<file path="src/rtl/wfa_pkg.sv">
package wfa_pkg;

    // non-negative modulo used for diagonal arithmetic
    function automatic int wrap_mod(input int a, input int n);
        return ((a % n) + n) % n;
    endfunction

endpackage

</file>
<file path="src/rtl/wfa_rotate.sv">
// Re-indexes the request/grant matrix between real columns and
// diagonal distance from the start diagonal. Row stays the same.
module wfa_rotate #(
    parameter int N       = 4,
    parameter int PW      = 2,
    parameter bit INVERSE = 1'b0
) (
    input  logic [PW-1:0]  base_i,
    input  logic [N*N-1:0] src_i,
    output logic [N*N-1:0] dst_o
);
    import wfa_pkg::*;

    generate
        if (INVERSE) begin : g_to_cols
            // dst column c takes src distance (i + c - base) mod N
            always_comb begin
                for (int i = 0; i < N; i++) begin
                    for (int c = 0; c < N; c++) begin
                        dst_o[i*N + c] = src_i[i*N + wrap_mod(i + c - int'(base_i), N)];
                    end
                end
            end
        end else begin : g_to_diag
            // dst distance d takes src column (d - i + base) mod N
            always_comb begin
                for (int i = 0; i < N; i++) begin
                    for (int d = 0; d < N; d++) begin
                        dst_o[i*N + d] = src_i[i*N + wrap_mod(d - i + int'(base_i), N)];
                    end
                end
            end
        end
    endgenerate

endmodule

</file>
<file path="src/rtl/wfa_core.sv">
// Token array in rotated coordinates: cell (i,d) is requester i at
// diagonal distance d. Row token comes from (i,d-1), column token
// from (i-1 mod N, d-1); distance 0 receives fresh tokens.
module wfa_core #(
    parameter int N = 4
) (
    input  logic [N*N-1:0] rreq_i,
    output logic [N*N-1:0] rgnt_o
);
    logic row_tok [N][N];
    logic col_tok [N][N];
    logic win     [N][N];

    generate
        for (genvar i = 0; i < N; i++) begin : g_row
            for (genvar d = 0; d < N; d++) begin : g_dist
                localparam int UP = (i + N - 1) % N;
                if (d == 0) begin : g_inject
                    assign row_tok[i][d] = 1'b1;
                    assign col_tok[i][d] = 1'b1;
                end else begin : g_pass
                    assign row_tok[i][d] = row_tok[i][d-1]  & ~win[i][d-1];
                    assign col_tok[i][d] = col_tok[UP][d-1] & ~win[UP][d-1];
                end
                assign win[i][d]      = rreq_i[i*N + d] & row_tok[i][d] & col_tok[i][d];
                assign rgnt_o[i*N + d] = win[i][d];
            end
        end
    endgenerate

endmodule

</file>
<file path="src/rtl/wfa_prio.sv">
// Start-diagonal register, advanced once per cycle with a grant.
module wfa_prio #(
    parameter int N  = 4,
    parameter int PW = 2
) (
    input  logic          clk,
    input  logic          rst_n,
    input  logic          any_gnt_i,
    output logic [PW-1:0] ptr_o
);
    typedef struct packed {
        logic [PW-1:0] ptr;
    } prio_state_t;

    prio_state_t st_d, st_q;

    always_comb begin
        st_d = st_q;
        if (any_gnt_i) begin
            if (st_q.ptr == PW'(N - 1)) st_d.ptr = '0;
            else                         st_d.ptr = st_q.ptr + 1'b1;
        end
    end

    always_ff @(posedge clk or negedge rst_n) begin
        if (!rst_n) st_q <= '0;
        else        st_q <= st_d;
    end

    assign ptr_o = st_q.ptr;


    prio_hold_chk: assert property (@(posedge clk) disable iff (!rst_n)
        !any_gnt_i |=> $stable(ptr_o));


    prio_step_chk: assert property (@(posedge clk) disable iff (!rst_n)
        any_gnt_i |=> (ptr_o == (($past(ptr_o) == PW'(N - 1)) ? '0 : $past(ptr_o) + 1'b1)));

endmodule

</file>
<file path="src/rtl/wavefront_alloc.sv">
module wavefront_alloc #(
    parameter int N = 4
) (
    input  logic                            clk,
    input  logic                            rst_n,
    input  logic [N*N-1:0]                  req_i,
    output logic [N*N-1:0]                  gnt_o,
    output logic [((N > 1) ? $clog2(N) : 1)-1:0] prio_o
);
    localparam int PW = (N > 1) ? $clog2(N) : 1;

    logic [N*N-1:0] rot_req;
    logic [N*N-1:0] rot_gnt;
    logic           any_gnt;

    wfa_rotate #(.N(N), .PW(PW), .INVERSE(1'b0)) u_fwd (
        .base_i (prio_o),
        .src_i  (req_i),
        .dst_o  (rot_req)
    );

    wfa_core #(.N(N)) u_core (
        .rreq_i (rot_req),
        .rgnt_o (rot_gnt)
    );

    wfa_rotate #(.N(N), .PW(PW), .INVERSE(1'b1)) u_inv (
        .base_i (prio_o),
        .src_i  (rot_gnt),
        .dst_o  (gnt_o)
    );

    assign any_gnt = |gnt_o;

    wfa_prio #(.N(N), .PW(PW)) u_prio (
        .clk       (clk),
        .rst_n     (rst_n),
        .any_gnt_i (any_gnt),
        .ptr_o     (prio_o)
    );

    // ---------------- checks on the grant matrix ----------------
    logic [N-1:0] row_any;
    logic [N-1:0] col_any;

    always_comb begin
        for (int r = 0; r < N; r++) begin
            row_any[r] = |gnt_o[r*N +: N];
        end
        for (int c = 0; c < N; c++) begin
            col_any[c] = 1'b0;
            for (int r = 0; r < N; r++) col_any[c] = col_any[c] | gnt_o[r*N + c];
        end
    end

    generate
        for (genvar i = 0; i < N; i++) begin : g_chk_row

            row_one_chk: assert property (@(posedge clk) disable iff (!rst_n)
                $onehot0(gnt_o[i*N +: N]));
        end
        for (genvar j = 0; j < N; j++) begin : g_chk_col
            logic [N-1:0] colv;
            always_comb begin
                for (int r = 0; r < N; r++) colv[r] = gnt_o[r*N + j];
            end

            col_one_chk: assert property (@(posedge clk) disable iff (!rst_n)
                $onehot0(colv));
        end
        for (genvar i = 0; i < N; i++) begin : g_chk_cell_r
            for (genvar j = 0; j < N; j++) begin : g_chk_cell_c
                localparam int K = (i + j) % N;

                gnt_req_chk: assert property (@(posedge clk) disable iff (!rst_n)
                    gnt_o[i*N + j] |-> req_i[i*N + j]);

                start_diag_chk: assert property (@(posedge clk) disable iff (!rst_n)
                    (req_i[i*N + j] && (prio_o == PW'(K))) |-> gnt_o[i*N + j]);

                maximal_chk: assert property (@(posedge clk) disable iff (!rst_n)
                    (req_i[i*N + j] && !gnt_o[i*N + j]) |-> (row_any[i] || col_any[j]));
            end
        end
    endgenerate

endmodule

</file>
<file path="config.mk">
export PLATFORM = sky130hd
export DESIGN_NAME = wavefront_alloc
export DESIGN_NICKNAME = d
export VERILOG_FILES = /design/src/rtl/wfa_pkg.sv /design/src/rtl/wfa_rotate.sv /design/src/rtl/wfa_core.sv /design/src/rtl/wfa_prio.sv /design/src/rtl/wavefront_alloc.sv
export SDC_FILE = /design/constraint.sdc
export NUM_CORES = 1
export LEC_CHECK = 0
export ABC_CLOCK_PERIOD_IN_PS = 3800
export BUFFER_PORTS_ARGS = -buffer_cell sky130_fd_sc_hd__buf_2
export CAP_MARGIN = 10
export CORE_ASPECT_RATIO = 1.5
export CORE_UTILIZATION = 55
export DETAILED_ROUTE_END_ITERATION = 8
export HOLD_SLACK_MARGIN = 0.1
export PLACE_DENSITY = 0.82
export SYNTH_ARGS = -nofsm -noshare
export SYNTH_HDL_FRONTEND = slang
export SYNTH_SLANG_ARGS = --single-unit
</file>
<file path="constraint.sdc">
create_clock -name clk -period 3.8 [get_ports clk]
set_input_delay 0.57 -clock clk [delete_from_list [all_inputs] [get_ports clk]]
set_output_delay 0.57 -clock clk [all_outputs]
set_load 0.05 [all_outputs]
</file>
==> summary.md, run 1 <==
| Metric | Value |
|---|---|
| Sequential-to-total area share from yosys stat | `0.0343` |
| Crit. End Element | `output port` |
| Pin count of the biggest net entering global routing | `34` |
| Clock Sinks | `2` |
| First-pass GRT wire length | `6660 microns` |
| Predominant post-synthesis flop cell | `dfrtp_1` |
| Cell Area, Synth | `1460 sq um` |
| Met1 Wirelength | `1480 microns` |
| Cells after synthesis | `158` |
| CTS tree | `built` |
| Ports | `36` |
| Slew Viols, Final | `0` |
| Cts bufs inserted | `3` |
| Crit path required time | `3.23 ns` |
| Clock insertion delay at the later pin of the skew report | `0.23 ns` |
| Failing checks | `DRC` |
| Worst-path fanout max | `3` |
| Yosys warning count | `0` |
| Crit-path cells | `ha_4, mux4_2, or2_0, a2111oi_2, buf_4, nor2_1, and2_1, mux2i_2, mux2i_2, buf_2` |
| Fmax | `0.271 GHz` |
| Vias in the first global route | `1418` |
| # Max-Cap Violations | `0` |
| DR vias | `1517` |
| Met2 routed WL | `2150 microns` |
| Final worst path period share | `0.971` |
| Antenna diodes | `0` |
| Drt first pass iters | `8` |
| Syn Area/Cell | `9.23 sq um` |
| RSZ-0062 raised after global routing | `no` |
| Slowest stage delay, CP | `0.56 ns` |
| #FFs+latches synth | `2` |
| Slew headroom | `0.674` |
| Drt via density | `7.06` |
| Residual DRC count | `2` |
| Setup_tns | `0 ns` |
| CP bufs+invs | `2` |
| Chip height | `65.1 microns` |
| Initial DRC Count | `65` |
| HPWL after detailed placement | `3150 microns` |
| GPL Wtd Cong | `0.994` |
| Max FFs per register | `2` |
| Commonest cells after routing, fill and taps aside | `buf_2 (35), nor2_1 (15), mux4_2 (13), mux2i_1 (11), nand2b_1 (9)` |
| Cell mode on critical path | `mux2i_2` |
| Core Box Area | `2480 sq um` |
| Final setup vio count | `0` |
| Clock Tree Buf Depth | `2` |
| Initial antenna violation count | `0` |
| Total congestion overflow | `0` |
| HP Class | `input port to asynchronous set/reset pin` |
| Syn Nets | `177` |
| Gr usage total | `0.308` |
| Final Hold Fails | `0` |
| Slew @ Worst Pin | `0.484 ns` |
| Commonest non-fill, non-tap cell in the layout | `buf_2` |
| Routed wl met3 | `260 microns` |
| Min cycle time layout | `3.69 ns` |
| CP Data Arrival Time | `3.12 ns` |
| Clk slew on worst S/H paths | `0.03 ns` |
| Clk root buf | `clkbuf_4` |
| EDFF count, synth | `0` |
| Die area | `2860 sq um` |
| Mean routed wirelength per cell | `18.8 microns` |
| Port bufs | `35` |
| Initial core utilization | `0.588` |
| Post-route ant nets | `0` |
| Layout Area Growth over Synthesis | `15.9%` |
| Run status | `finished, violations left` |
| Startpoint types | `flip-flop` |
| Max Used Layer | `met4` |
| H-tree Lvls | `1` |
| Clk_skew | `0.000329 ns` |
| Row cnt | `22` |
| Delay-heaviest family, CP | `multiplexers` |
| # nets final | `212` |
| Asr flop ratio synth | `1.00` |
| Die X | `44.0 microns` |
| Total wire length | `4050 microns` |
| Critical path class | `flip-flop to output port` |
| Layout cell share with drive strength beyond 1 | `0.445` |
| Slowest CP cell | `mux4_2` |
| Synth cell types | `56` |
[cell usage after synthesis (all sizes together) (3+ instances only)]
| cell | n | area share |
|---|---|---|
| nand2 | 8 | 0.022 |
| a211oi | 3 | 0.024 |
| a21oi | 5 | 0.017 |
| mux2i | 18 | 0.13 |
| buf | 9 | 0.056 |
| inv | 5 | 0.013 |
| nand3 | 4 | 0.014 |
| mux2 | 8 | 0.062 |
| or3b | 3 | 0.018 |
| nor3 | 4 | 0.014 |
| nand2b | 9 | 0.039 |
| nor2b | 5 | 0.021 |
| a31oi | 7 | 0.051 |
| nor2 | 15 | 0.039 |
| mux4 | 14 | 0.22 |
[layout make-up]
type	count	area (sq um)
Clock buffer	3	22.5
Fill cell	223	788
Inverter	5	18.8
Multi-Input combinational cell	140	1340
Sequential cell	2	50.0
Tap cell	24	30.0
Timing Repair Buffer	41	228
[worst reg2reg max path, delay by kind of cell (launching register included)]
kind | cells | cell delay [ns]
simple gates | 2 | 0.67
buf+inv | 1 | 0.17
compound gates | 3 | 0.78
mux | 2 | 0.93
fa+ha+maj | 1 | 0.30
flops | 1 | 0.42
[metrics by stage]
stage	std cells	cell area, sq um	worst slack (ns)	util	hold WS [ns]
after floorplan	158	1480	0.0202	-	0.274
after global placement	211	1630	0.312	0.656	0.363
after detailed placement	211	1630	0.245	0.656	0.364
after CTS	214	1650	0.0395	0.667	0.122
after global routing	215	1690	0.00544	0.682	0.132
final	215	1690	0.111	0.682	0.127
[per-layer routing]
metal | global-route usage | up-vias
met2 | 0.546 | 82
met1 | 0.363 | 724
met5 | 0 | -
met4 | 0.133 | 0
li1 | - | 694
met3 | 0.0279 | 17
[worst paths after layout]
check	startpoint	end	slack (ns)	cells past startpoint
max	u_prio.ptr_o[1]	gnt_o[9]	0.11	10
max reg2reg	u_prio.ptr_o[1]	u_prio.ptr_o[1]	0.40	9
min in group clk	u_prio.ptr_o[1]	u_prio.ptr_o[0]	0.83	3
min reg2reg	u_prio.ptr_o[1]	u_prio.ptr_o[0]	0.83	3
min	rst_n	u_prio.ptr_o[0]	0.13	1
max in group asynchronous	rst_n	u_prio.ptr_o[1]	3.57	1
[what timing repair did]
item / in CTS / in global routing
setup buffers: 0 / 1
gates cloned: 0 / 0
gates resized for setup: 1 / 6
endpoints found under the setup margin: 1 / 6
hold buffers: 0 / 0
[cell families after synthesis]
family | Yosys count | share of synthesized area
compound gates | 31 | 0.200
flops | 2 | 0.0343
mux | 40 | 0.407
fa+ha+maj | 1 | 0.00858
simple gates | 68 | 0.272
buf+inv | 16 | 0.0781
Power of run 1 is not shown: default switching activity piles up to over one toggle a cycle in this logic, so the estimate is an artifact.
==> run 2: changes to the inputs <==
--- a/config.mk
+++ b/config.mk
@@ -12,7 +12,7 @@
 export CORE_UTILIZATION = 55
 export DETAILED_ROUTE_END_ITERATION = 8
 export HOLD_SLACK_MARGIN = 0.1
-export PLACE_DENSITY = 0.82
+export PLACE_DENSITY = 0.92
 export SYNTH_ARGS = -nofsm -noshare
 export SYNTH_HDL_FRONTEND = slang
 export SYNTH_SLANG_ARGS = --single-unit
==> run 2 against run 1 <==
The run still ends with DRC left. Utilization fell by 0.76 points. First-iteration DRC count rose by 37%. Final area fell by 1.1%. Fmax rose by 0.22%. Worst hold slack improved by 0.0065 ns. Clock-buffer cell count did not move. Sequential share of layout area barely moved. Critical path type unchanged. Routed wire length fell by 0.64%. Global-route usage fell by 0.53 points.
==> summary.md, run 2 (synthesized netlist as in run 1, its figures left out) <==
| Metric | Value |
|---|---|
| Clk slew on worst S/H paths | `0.03 ns` |
| First-pass GRT wire length | `6550 microns` |
| Filler cells | `202` |
| Antenna diodes | `0` |
| Initial core utilization | `0.588` |
| Number of cells on the critical path | `10` |
| Hold Buf Count CTS | `0` |
| Slowest stage delay, CP | `0.52 ns` |
| Delay-heaviest family, CP | `multiplexers` |
| Max FFs per register | `2` |
| Final setup vio count | `0` |
| Run status | `finished, violations left` |
| Layout cell share with drive strength beyond 1 | `0.429` |
| Drt first pass iters | `6` |
| # nets final | `212` |
| DR vias | `1506` |
| Layout Area Growth over Synthesis | `14.6%` |
| Met2 routed WL | `2190 microns` |
| Slowest CP cell | `mux4_2` |
| Critical path destination | `gnt_o[8]` |
| Commonest non-fill, non-tap cell in the layout | `buf_2` |
| Initial DRC Count | `89` |
| RSZ-0062 raised after global routing | `no` |
| CP bufs+invs | `2` |
| CP startpoint | `u_prio.ptr_o[1]` |
| Residual DRC count | `4` |
| Reg2Reg Setup Slack | `0.46 ns` |
| Pin count of the biggest net entering global routing | `34` |
| Clk_skew | `0.00254 ns` |
| Initial antenna violation count | `0` |
| CP Data Arrival Time | `3.11 ns` |
| Failing checks | `DRC` |
| Drt via density | `7.00` |
| Commonest cells after routing, fill and taps aside | `buf_2 (34), nor2_1 (15), mux4_2 (13), mux2i_1 (12), nand2b_1 (9)` |
| Chip height | `65.1 microns` |
| Mean routed wirelength per cell | `18.7 microns` |
| Clock Tree Buf Depth | `2` |
| Min cycle time layout | `3.68 ns` |
| Clock insertion delay at the later pin of the skew report | `0.22 ns` |
| Worst R2R End | `u_prio.ptr_o[1]` |
| Vias in the first global route | `1451` |
| Final worst path period share | `0.969` |
| Setup_tns | `0 ns` |
| Critical path class | `flip-flop to output port` |
| Row cnt | `22` |
| Core Box Area | `2480 sq um` |
| Die area | `2860 sq um` |
| Slew headroom | `0.607` |
| Slew @ Worst Pin | `0.584 ns` |
| Max Used Layer | `met4` |
| Total congestion overflow | `0` |
| GPL Wtd Cong | `0.955` |
| Gr usage total | `0.303` |
| Post-route ant nets | `0` |
| Total wire length | `4030 microns` |
| H-tree Lvls | `1` |
| Crit. End Element | `output port` |
| Routed wl met3 | `212 microns` |
| Cts bufs inserted | `3` |
| R2r startpoint | `u_prio.ptr_o[1]` |
| Fmax | `0.272 GHz` |
| CTS tree | `built` |
| HPWL after detailed placement | `3120 microns` |
| Ports | `36` |
| Crit path required time | `3.23 ns` |
| # Max-Cap Violations | `0` |
| Port bufs | `35` |
| Die X | `44.0 microns` |
| Met1 Wirelength | `1470 microns` |
| Worst-path fanout max | `3` |
| Cell depth of the worst flop-to-flop path | `9` |
| Final Hold Fails | `0` |
| Clock Sinks | `2` |
| Crit-path cells | `ha_1, mux4_2, or2_0, a2111oi_1, buf_4, nor2_1, and2_1, mux2i_1, mux2i_2, buf_2` |
| Slew Viols, Final | `0` |
| HP Class | `input port to asynchronous set/reset pin` |
| Startpoint types | `flip-flop` |
| Clk root buf | `clkbuf_4` |
-- run 2: metrics by stage --
stage	setup WS (ns)	cells	util	cell area [sq um]	hold slack [ns]
after CTS	0.0719	214	0.665	1650	0.124
after floorplan	0.0202	158	-	1480	0.274
after global placement	0.373	211	0.656	1630	0.366
after global routing	0.00157	215	0.674	1670	0.121
after detailed placement	0.335	211	0.656	1630	0.367
final	0.119	215	0.674	1670	0.134
-- run 2: final cells by class --
| class | count | area (sq um) | area share |
|---|---|---|---|
| multi-input cells | 140 | 1320 | 0.790 |
| clock buffers | 3 | 22.5 | 0.0135 |
| well taps | 24 | 30.0 | 0.0180 |
| repair buffers | 41 | 230 | 0.138 |
| inverters | 5 | 18.8 | 0.0112 |
| flip-flops and latches | 2 | 50.0 | 0.0300 |
-- run 2: worst min-delay path by stage --
stage	depth (start not counted)	end	start	slack, ns
2_1_floorplan	0	u_prio.ptr_o[0]	rst_n	0.27
3_3_place_gp	1	u_prio.ptr_o[0]	rst_n	0.37
3_5_place_dp	1	u_prio.ptr_o[1]	rst_n	0.37
4_1_cts	1	u_prio.ptr_o[1]	rst_n	0.12
5_1_grt	1	u_prio.ptr_o[1]	rst_n	0.12
6_report	1	u_prio.ptr_o[1]	rst_n	0.13
-- run 2: repair_timing --
item / 4_1_cts / 5_1_grt
endpoints found under the setup margin: 0 / 5
setup buffers: 0 / 1
gates resized for setup: 0 / 5
-- run 2: routing by layer --
| layer | vias to the layer above | GRT usage |
|---|---|---|
| li1 | 697 | - |
| met1 | 724 | 0.350 |
| met2 | 71 | 0.524 |
| met3 | 14 | 0.0279 |
| met4 | 0 | 0.170 |
| met5 | - | 0 |
Power of run 2 is left out for the same reason.
